`src/rtl/rn_pkg.sv`:
```
// Shared defaults and types for the register renamer.
// Assumes: all modules take widths as parameters; these are defaults only.
package rn_pkg;
    localparam int unsigned RN_ARCH_REGS = 32;
    localparam int unsigned RN_DATA_W    = 32;
    localparam int unsigned RN_TAG_W     = 6;
    localparam int unsigned RN_NUM_SRC   = 2;

    // Kind of operand handed to an execution queue.
    typedef enum logic {
        SRC_IS_VALUE = 1'b0,
        SRC_IS_TAG   = 1'b1
    } src_kind_e;
endpackage

```
`src/rtl/rn_status_table.sv`:
```
// Per-register status table: pending flag and producer tag for each register.
// Allocation writes a new tag; a matching broadcast clears the entry.
// Allocation wins over a clear on the same entry in the same cycle.
// Assumes: register 0 is hard idle; live tags are unique (pool hands out each once).
module rn_status_table #(
    parameter int unsigned NREGS = rn_pkg::RN_ARCH_REGS,
    parameter int unsigned TAG_W = rn_pkg::RN_TAG_W,
    parameter int unsigned IDX_W = $clog2(NREGS)
) (
    input  logic                         clk,
    input  logic                         rst_n,
    input  logic                         alloc_en,
    input  logic [IDX_W-1:0]             alloc_idx,
    input  logic [TAG_W-1:0]             alloc_tag,
    input  logic                         bc_en,
    input  logic [TAG_W-1:0]             bc_tag,
    output logic [NREGS-1:0]             busy_o,
    output logic [NREGS-1:0][TAG_W-1:0]  tag_o,
    output logic                         hit_en,
    output logic [IDX_W-1:0]             hit_idx
);
    logic [NREGS-1:0] hit_vec;

    for (genvar g = 0; g < NREGS; g++) begin : g_entry
        if (g == 0) begin : g_zero
            assign busy_o[g] = 1'b0;
            assign tag_o[g]  = '0;
        end else begin : g_live
            logic             busy_r;
            logic [TAG_W-1:0] tag_r;
            logic             sel_alloc;

            assign sel_alloc = alloc_en && (alloc_idx == IDX_W'(g));

            // Entry update: allocate new tag, else clear on matching broadcast.
            always_ff @(posedge clk) begin
                if (!rst_n) begin
                    busy_r <= 1'b0;
                    tag_r  <= '0;
                end else if (sel_alloc) begin
                    busy_r <= 1'b1;
                    tag_r  <= alloc_tag;
                end else if (hit_vec[g]) begin
                    busy_r <= 1'b0;
                end
            end

            assign busy_o[g] = busy_r;
            assign tag_o[g]  = tag_r;
        end
        assign hit_vec[g] = bc_en && busy_o[g] && (tag_o[g] == bc_tag);
    end

    // Encode the (at most one) entry that the broadcast completes.
    always_comb begin
        hit_idx = '0;
        for (int i = 0; i < NREGS; i++) begin
            if (hit_vec[i]) hit_idx = IDX_W'(i);
        end
        hit_en = |hit_vec;
    end

    // A broadcast completes at most one register when tags are unique.
    assert_single_hit_R5: assert property (@(posedge clk) disable iff (!rst_n)
        $onehot0(hit_vec));

    // An allocation leaves the destination pending with the offered tag.
    assert_alloc_records_R4: assert property (@(posedge clk) disable iff (!rst_n)
        (alloc_en && alloc_idx != '0) |=>
        (busy_o[$past(alloc_idx)] && tag_o[$past(alloc_idx)] == $past(alloc_tag)));

    // A completed entry is idle next cycle unless retagged at the same time.
    assert_hit_clears_R5: assert property (@(posedge clk) disable iff (!rst_n)
        (hit_en && !(alloc_en && alloc_idx == hit_idx)) |=> !busy_o[$past(hit_idx)]);
endmodule

```
`src/rtl/rn_regfile.sv`:
```
// Architectural register file with one write port and all contents visible.
// Assumes: register 0 is constant zero; writes only come from completed broadcasts.
module rn_regfile #(
    parameter int unsigned NREGS  = rn_pkg::RN_ARCH_REGS,
    parameter int unsigned DATA_W = rn_pkg::RN_DATA_W,
    parameter int unsigned IDX_W  = $clog2(NREGS)
) (
    input  logic                          clk,
    input  logic                          rst_n,
    input  logic                          wr_en,
    input  logic [IDX_W-1:0]              wr_idx,
    input  logic [DATA_W-1:0]             wr_data,
    output logic [NREGS-1:0][DATA_W-1:0]  rd_all
);
    for (genvar g = 0; g < NREGS; g++) begin : g_reg
        if (g == 0) begin : g_zero
            assign rd_all[g] = '0;
        end else begin : g_live
            logic [DATA_W-1:0] val_r;

            // Register storage: cleared on reset, loaded on a broadcast write.
            always_ff @(posedge clk) begin
                if (!rst_n) begin
                    val_r <= '0;
                end else if (wr_en && wr_idx == IDX_W'(g)) begin
                    val_r <= wr_data;
                end
            end
            assign rd_all[g] = val_r;
        end
    end

    // A write to a nonzero register is visible in the next cycle.
    assert_write_lands_R5: assert property (@(posedge clk) disable iff (!rst_n)
        (wr_en && wr_idx != '0) |=> (rd_all[$past(wr_idx)] == $past(wr_data)));
endmodule

```
`src/rtl/rn_src_lookup.sv`:
```
// One source operand port: returns a value or a pending tag for a register index.
// A broadcast completing the looked-up register is forwarded as a value.
// Assumes: status and register file inputs reflect state before this cycle's edge.
module rn_src_lookup #(
    parameter int unsigned NREGS  = rn_pkg::RN_ARCH_REGS,
    parameter int unsigned DATA_W = rn_pkg::RN_DATA_W,
    parameter int unsigned TAG_W  = rn_pkg::RN_TAG_W,
    parameter int unsigned IDX_W  = $clog2(NREGS)
) (
    input  logic                          clk,
    input  logic                          rst_n,
    input  logic [IDX_W-1:0]              idx,
    input  logic [NREGS-1:0]              busy_all,
    input  logic [NREGS-1:0][TAG_W-1:0]   tag_all,
    input  logic [NREGS-1:0][DATA_W-1:0]  rf_all,
    input  logic                          bc_en,
    input  logic [TAG_W-1:0]              bc_tag,
    input  logic [DATA_W-1:0]             bc_value,
    output rn_pkg::src_kind_e             kind,
    output logic [DATA_W-1:0]             val,
    output logic [TAG_W-1:0]              tag
);
    logic pend;
    logic on_bus;

    // Select value, bypassed value or tag for the indexed register.
    always_comb begin
        pend   = busy_all[idx];
        tag    = tag_all[idx];
        on_bus = pend && bc_en && (tag_all[idx] == bc_tag);
        if (on_bus) begin
            kind = rn_pkg::SRC_IS_VALUE;
            val  = bc_value;
        end else if (pend) begin
            kind = rn_pkg::SRC_IS_TAG;
            val  = '0;
        end else begin
            kind = rn_pkg::SRC_IS_VALUE;
            val  = rf_all[idx];
        end
    end

    // A tag is only handed out for a register whose entry is pending.
    assert_tag_needs_pending_R3: assert property (@(posedge clk) disable iff (!rst_n)
        (kind == rn_pkg::SRC_IS_TAG) |-> busy_all[idx]);
endmodule

```
`src/rtl/rn_dispatch_ctrl.sv`:
```
// Dispatch acceptance: holds after a branch until its resolution broadcast,
// and holds a tag-needing instruction while the pool is empty.
// Assumes: one branch outstanding at a time; resolution broadcast is a single pulse.
module rn_dispatch_ctrl #(
    parameter int unsigned IDX_W = $clog2(rn_pkg::RN_ARCH_REGS)
) (
    input  logic             clk,
    input  logic             rst_n,
    input  logic             disp_valid,
    input  logic [IDX_W-1:0] disp_dst,
    input  logic             disp_writes,
    input  logic             disp_is_branch,
    input  logic             tag_avail,
    input  logic             br_resolve,
    output logic             fire,
    output logic             take
);
    logic br_wait_q;
    logic need_tag;

    // Acceptance decision for the presented instruction.
    always_comb begin
        need_tag = disp_writes && (disp_dst != '0);
        fire     = disp_valid && !br_wait_q && !(need_tag && !tag_avail);
        take     = fire && need_tag;
    end

    // Branch hold flag: set by an accepted branch, cleared by its resolution.
    always_ff @(posedge clk) begin
        if (!rst_n) begin
            br_wait_q <= 1'b0;
        end else if (fire && disp_is_branch) begin
            br_wait_q <= 1'b1;
        end else if (br_resolve) begin
            br_wait_q <= 1'b0;
        end
    end

    // Nothing is accepted in the cycle after a branch is accepted.
    assert_branch_holds_R10: assert property (@(posedge clk) disable iff (!rst_n)
        (fire && disp_is_branch) |=> !fire);

    // A tag is never popped from an empty pool.
    assert_pool_guard_R11: assert property (@(posedge clk) disable iff (!rst_n)
        take |-> tag_avail);
endmodule

```
`src/rtl/rename_stage.sv`:
```
// Top of the register renamer: status table, register file, two source
// lookups with broadcast bypass, and dispatch acceptance control.
// Assumes: the tag pool never offers a tag that is still pending in the table.
module rename_stage #(
    parameter int unsigned NREGS  = rn_pkg::RN_ARCH_REGS,
    parameter int unsigned DATA_W = rn_pkg::RN_DATA_W,
    parameter int unsigned TAG_W  = rn_pkg::RN_TAG_W,
    parameter int unsigned IDX_W  = $clog2(NREGS)
) (
    input  logic              clk,
    input  logic              rst_n,
    input  logic              disp_valid,
    input  logic [IDX_W-1:0]  disp_src_a,
    input  logic [IDX_W-1:0]  disp_src_b,
    input  logic [IDX_W-1:0]  disp_dst,
    input  logic              disp_writes,
    input  logic              disp_is_branch,
    output logic              disp_fire,
    input  logic              tag_avail,
    input  logic [TAG_W-1:0]  tag_in,
    output logic              tag_take,
    output logic              src_a_is_tag,
    output logic [DATA_W-1:0] src_a_val,
    output logic [TAG_W-1:0]  src_a_tag,
    output logic              src_b_is_tag,
    output logic [DATA_W-1:0] src_b_val,
    output logic [TAG_W-1:0]  src_b_tag,
    input  logic              cdb_valid,
    input  logic              cdb_is_branch,
    input  logic [TAG_W-1:0]  cdb_tag,
    input  logic [DATA_W-1:0] cdb_value
);
    localparam int unsigned NSRC = rn_pkg::RN_NUM_SRC;

    logic                          reg_bc;
    logic                          br_resolve;
    logic [NREGS-1:0]              busy_all;
    logic [NREGS-1:0][TAG_W-1:0]   tag_all;
    logic [NREGS-1:0][DATA_W-1:0]  rf_all;
    logic                          hit_en;
    logic [IDX_W-1:0]              hit_idx;

    logic [NSRC-1:0][IDX_W-1:0]    src_idx;
    rn_pkg::src_kind_e             src_kind [NSRC];
    logic [NSRC-1:0][DATA_W-1:0]   src_val;
    logic [NSRC-1:0][TAG_W-1:0]    src_tag;

    assign reg_bc     = cdb_valid && !cdb_is_branch;
    assign br_resolve = cdb_valid && cdb_is_branch;
    assign src_idx[0] = disp_src_a;
    assign src_idx[1] = disp_src_b;

    rn_dispatch_ctrl #(.IDX_W(IDX_W)) ctrl_i (
        .clk            (clk),
        .rst_n          (rst_n),
        .disp_valid     (disp_valid),
        .disp_dst       (disp_dst),
        .disp_writes    (disp_writes),
        .disp_is_branch (disp_is_branch),
        .tag_avail      (tag_avail),
        .br_resolve     (br_resolve),
        .fire           (disp_fire),
        .take           (tag_take)
    );

    rn_status_table #(.NREGS(NREGS), .TAG_W(TAG_W), .IDX_W(IDX_W)) rst_i (
        .clk       (clk),
        .rst_n     (rst_n),
        .alloc_en  (tag_take),
        .alloc_idx (disp_dst),
        .alloc_tag (tag_in),
        .bc_en     (reg_bc),
        .bc_tag    (cdb_tag),
        .busy_o    (busy_all),
        .tag_o     (tag_all),
        .hit_en    (hit_en),
        .hit_idx   (hit_idx)
    );

    rn_regfile #(.NREGS(NREGS), .DATA_W(DATA_W), .IDX_W(IDX_W)) rf_i (
        .clk     (clk),
        .rst_n   (rst_n),
        .wr_en   (hit_en),
        .wr_idx  (hit_idx),
        .wr_data (cdb_value),
        .rd_all  (rf_all)
    );

    for (genvar s = 0; s < NSRC; s++) begin : g_src
        rn_src_lookup #(.NREGS(NREGS), .DATA_W(DATA_W), .TAG_W(TAG_W), .IDX_W(IDX_W)) lk_i (
            .clk      (clk),
            .rst_n    (rst_n),
            .idx      (src_idx[s]),
            .busy_all (busy_all),
            .tag_all  (tag_all),
            .rf_all   (rf_all),
            .bc_en    (reg_bc),
            .bc_tag   (cdb_tag),
            .bc_value (cdb_value),
            .kind     (src_kind[s]),
            .val      (src_val[s]),
            .tag      (src_tag[s])
        );
    end

    assign src_a_is_tag = (src_kind[0] == rn_pkg::SRC_IS_TAG);
    assign src_a_val    = src_val[0];
    assign src_a_tag    = src_tag[0];
    assign src_b_is_tag = (src_kind[1] == rn_pkg::SRC_IS_TAG);
    assign src_b_val    = src_val[1];
    assign src_b_tag    = src_tag[1];

    // Register 0 is never handed out as a tag.
    assert_zero_reg_value_R9: assert property (@(posedge clk) disable iff (!rst_n)
        (disp_src_a == '0) |-> (!src_a_is_tag && src_a_val == '0));
endmodule

```
`config.mk`:
```
export PLATFORM = sky130hd
export DESIGN_NAME = rename_stage
export DESIGN_NICKNAME = d
export VERILOG_FILES = /design/src/rtl/rn_pkg.sv /design/src/rtl/rn_status_table.sv /design/src/rtl/rn_regfile.sv /design/src/rtl/rn_src_lookup.sv /design/src/rtl/rn_dispatch_ctrl.sv /design/src/rtl/rename_stage.sv
export SDC_FILE = /design/constraint.sdc
export NUM_CORES = 2
export LEC_CHECK = 0
export CORE_UTILIZATION = 40
export CTS_CLUSTER_SIZE = 8
export DETAILED_ROUTE_END_ITERATION = 6
export PLACE_DENSITY = 0.6
export SLEW_MARGIN = 25
export SYNTH_ARGS = -nofsm -noshare
export SYNTH_HDL_FRONTEND = slang
export SYNTH_HIERARCHICAL = 1
export SYNTH_SLANG_ARGS = --single-unit
```
`constraint.sdc`:
```
create_clock -name clk -period 7.1 [get_ports clk]
set_input_delay 1.065 -clock clk [delete_from_list [all_inputs] [get_ports clk]]
set_output_delay 1.065 -clock clk [all_outputs]
set_load 0.01 [all_outputs]
```
==> impl_results.md <==
* I/O Pins at 147
* Worst hold path stage count at 2
* Top cells by area, synth: dfxtp_1, mux4_2, mux2i_1, nand2_1, nor2b_1
* Clock sinks at 1210
* Hold_sp: rf_i/g_reg[13].g_live.val_r[14]
* HP Class: register to register
* Initial DRC count at 4452
* CP max stage cell: clkdlybuf4s50_1
* Hold_buf cts at 0
* Crit start category: input pin
* Clock transition at path regs at 0.05 ns
* Post-Route WL at between 200000 and 250000 um
* Total gr overflow at 0
* CTS tree: yes
* Synth area leader: dfxtp_1
* Chip height at 418 um
* Die area at 175000 um^2
* Seq/Total Area, Yosys at 34.9%
* Non-filler instance count after layout at 8373
* Worst Path Required at 6.03 ns
* Gr usage total at 25.4%
* Vias/cell at 5.99
* Outcome: complete, no violations
* Unique masters post-synth at slightly above 70
* Critical path startpoint: disp_src_b[1]
* # DRC at 0
* Synth Register Bits at 1210
* N_diodes at 0
* Final setup fails at 0
* Tcrit/Tclk final at 88.0%
* RSZ-0062 raised after global routing: no
* First-pass GRT wire length at 334000 um
* Mapped cell area at 69400 um^2
* FF-to-FF setup slack at 2.48 ns
* Clock Skew at 0.0591 ns
* Met3 WL at 14300 um
* Area of the multi-input gates at 41800 um^2
* Yosys top cell area share at approximately a third
* YS warnings at 6
* Core ar. at 172000 um^2
* Die X-Extent at 418 um
* CP cell instances: buf_8 > mux2i_1 > a22oi_1 > a21oi_1 > nor4_2 > xnor2_1 > o2111ai_4 > buf_4 > o41ai_2 > clkdlybuf4s50_1
* Crit Path Max Fanout at between 70 and 80
* Filler Cells Inserted at around 16000
* Clock tree buffer depth at 3
* Clk_lat worst skew at 0.81 ns
* Final setup TNS at 0 ns
* Worst R2R Start: rst_i/g_entry[11].g_live.tag_r[4]
* Hold EP: rf_i/g_reg[13].g_live.val_r[14]
* Port Buf Inserts at between 100 and 150
* TritonRoute pass-1 iters at 5
* Worst-Margin Slew at 1.19 ns
* CP peak stage delay at 0.62 ns
* DRT met1 WL at between 90000 and 100000 um
* Post-Syn Area per Cell at 11.2 um^2
* Most frequent cells in the layout: mux2i_1, nand2_1, dfxtp_1
* Slew HR at 21.0%
* Lkg Pwr at 0.0304 uW
* Maximum clock frequency at 160 MHz
* R2R cell count at 13
* Layout Nets at 6108
* H-tree depth at 4
* PwrDens at just over 200 nW/um^2
* Async S/R FF share, synth at 0%
* Resize count post-CTS at 0
* CP arrival at ~5.2 ns
* DP HPWL at 139000 um
* WS Path Type: input pin to primary output
* Routed len/inst at 27.0 um
* Post-synth top flop: dfxtp_1
* Synth Instances at 6215
* Tmin final at 6.25 ns
* Fin. max-slew vios at 0
* Root Driver: clkbuf_16
* Rows at 152
* Vias in the first global route at 50100
* Largest net degree at the start of global routing at roughly 140
* Fin. Hold Viols at 0
* GP Congestion at around 0.94
* Worst slack, placed at 0.862 ns
* Placed cells at around 8000
* Reported max-cap violation count at 0
* Initial antenna violation count at 4
* Detail Route Antenna Nets at 0
* Final Power at 15600 uW
* Delay-heaviest family, CP: buffers and inverters
* CTS buffer count at 170
* Number of flops mapped to enable cells by yosys at 0
* Initial Utilization at 40.3%
* Most common cell after layout, fill and taps aside: mux2i_1
* FF/Latch Area at 24200 um^2
* Share of cells above drive strength 1 at 20.3%
* Post-CTS Setup Bufs at 0
* Crit. End Element: primary output
* Peak supply drop at 0.260 mV
* Stages on the worst setup path at 10
* Total number of vias at 50100
* Top sig layer: met5
* R2R Path End: rf_i/g_reg[4].g_live.val_r[14]
* Fin worst setup slack at 0.853 ns
* Fin util at about 45%
* P&R area growth vs syn at 10.8%
* Met2 WL at 106000 um
* CP bufs+invs at 3
## cell type report
type                    count  area share [%]
multi-input cells        4334            54.3
repair buffers            321            4.23
clock inverters            15           0.482
flip-flops and latches   1210            31.5
well taps                2310            3.76
clock buffers             179            5.63
inverters                   4          0.0195
## cell usage after synthesis (9+ instances only)
| cell | count |
|---|---|
| buf_1 | 19 |
| nor3_1 | 12 |
| a21oi_1 | 40 |
| clkbuf_1 | 297 |
| nand2_1 | 1275 |
| nand2b_1 | 21 |
| mux4_2 | 620 |
| a22oi_1 | 66 |
| nor2b_1 | 216 |
| o41ai_2 | 58 |
| buf_2 | 213 |
| buf_4 | 92 |
| nand3_1 | 73 |
| nor2_1 | 46 |
| buf_6 | 73 |
| nor4_1 | 24 |
| dfxtp_1 | 1210 |
| mux2_2 | 64 |
| nand4_1 | 34 |
| xor2_1 | 100 |
| a21boi_0 | 26 |
| and2_1 | 9 |
| mux4_1 | 40 |
| xnor2_1 | 94 |
| mux2i_1 | 1350 |
## state kept, by name (all words and copies together) (netlist names)
register	count
ctrl_i/br_wait_q	1
rf_i/g.g_live.val_r	992
rst_i/g_entry.g_live.busy_r	31
rst_i/g_entry.g_live.tag_r	186
## power breakdown
group	switching [uW]	internal [uW]	total [uW]
clock network	3120	4340	7460
logic	930	432	1360
registers	3.98	6810	6810
total	4050	11600	15600
## cells by family (layout without fill, tap and decap cells)
logic type             count (synthesis)  count (layout)  synth area share [%]
buffers and inverters                708             519                  5.71
flip-flops                          1210            1210                  34.9
other                                  2              39                0.0108
AND/OR/NAND/NOR                     1773            1773                  11.3
multiplexers                        2074            2074                  42.2
AO/OA/AOI/OAI                        254             254                  3.44
XOR/XNOR                             194             194                  2.45
## stage by stage
stage / hold WS, ns / instance area (um^2)
after floorplan: 0.438 / 69500
after global placement: 0.447 / 72000
after detailed placement: 0.457 / 72000
after CTS: 0.465 / 76700
after global routing: 0.478 / 76800
final: 0.464 / 76800
## worst max-delay path by stage
stage / slack, ns / end
2_1_floorplan: 2.73 / src_a_val[10]
5_1_grt: 0.75 / src_a_val[27]
6_report: 0.85 / src_b_val[16]
3_3_place_gp: 0.86 / src_a_val[31]
4_1_cts: 0.87 / src_a_val[31]
3_5_place_dp: 0.86 / src_a_val[31]
## worst min-delay path: stages (launching register included)
cell and delay, ns:
dfxtp_1 0.31, nand2_1 0.05, mux2i_1 0.05
## routing by layer
layer / up-vias / global-route usage (%)
li1: 22000 / -
met4: 4 / 10.4
met1: 25800 / 34.1
met2: 1868 / 40.6
met3: 457 / 4.12
met5: - / 0
(Power assumes the default switching activity.)
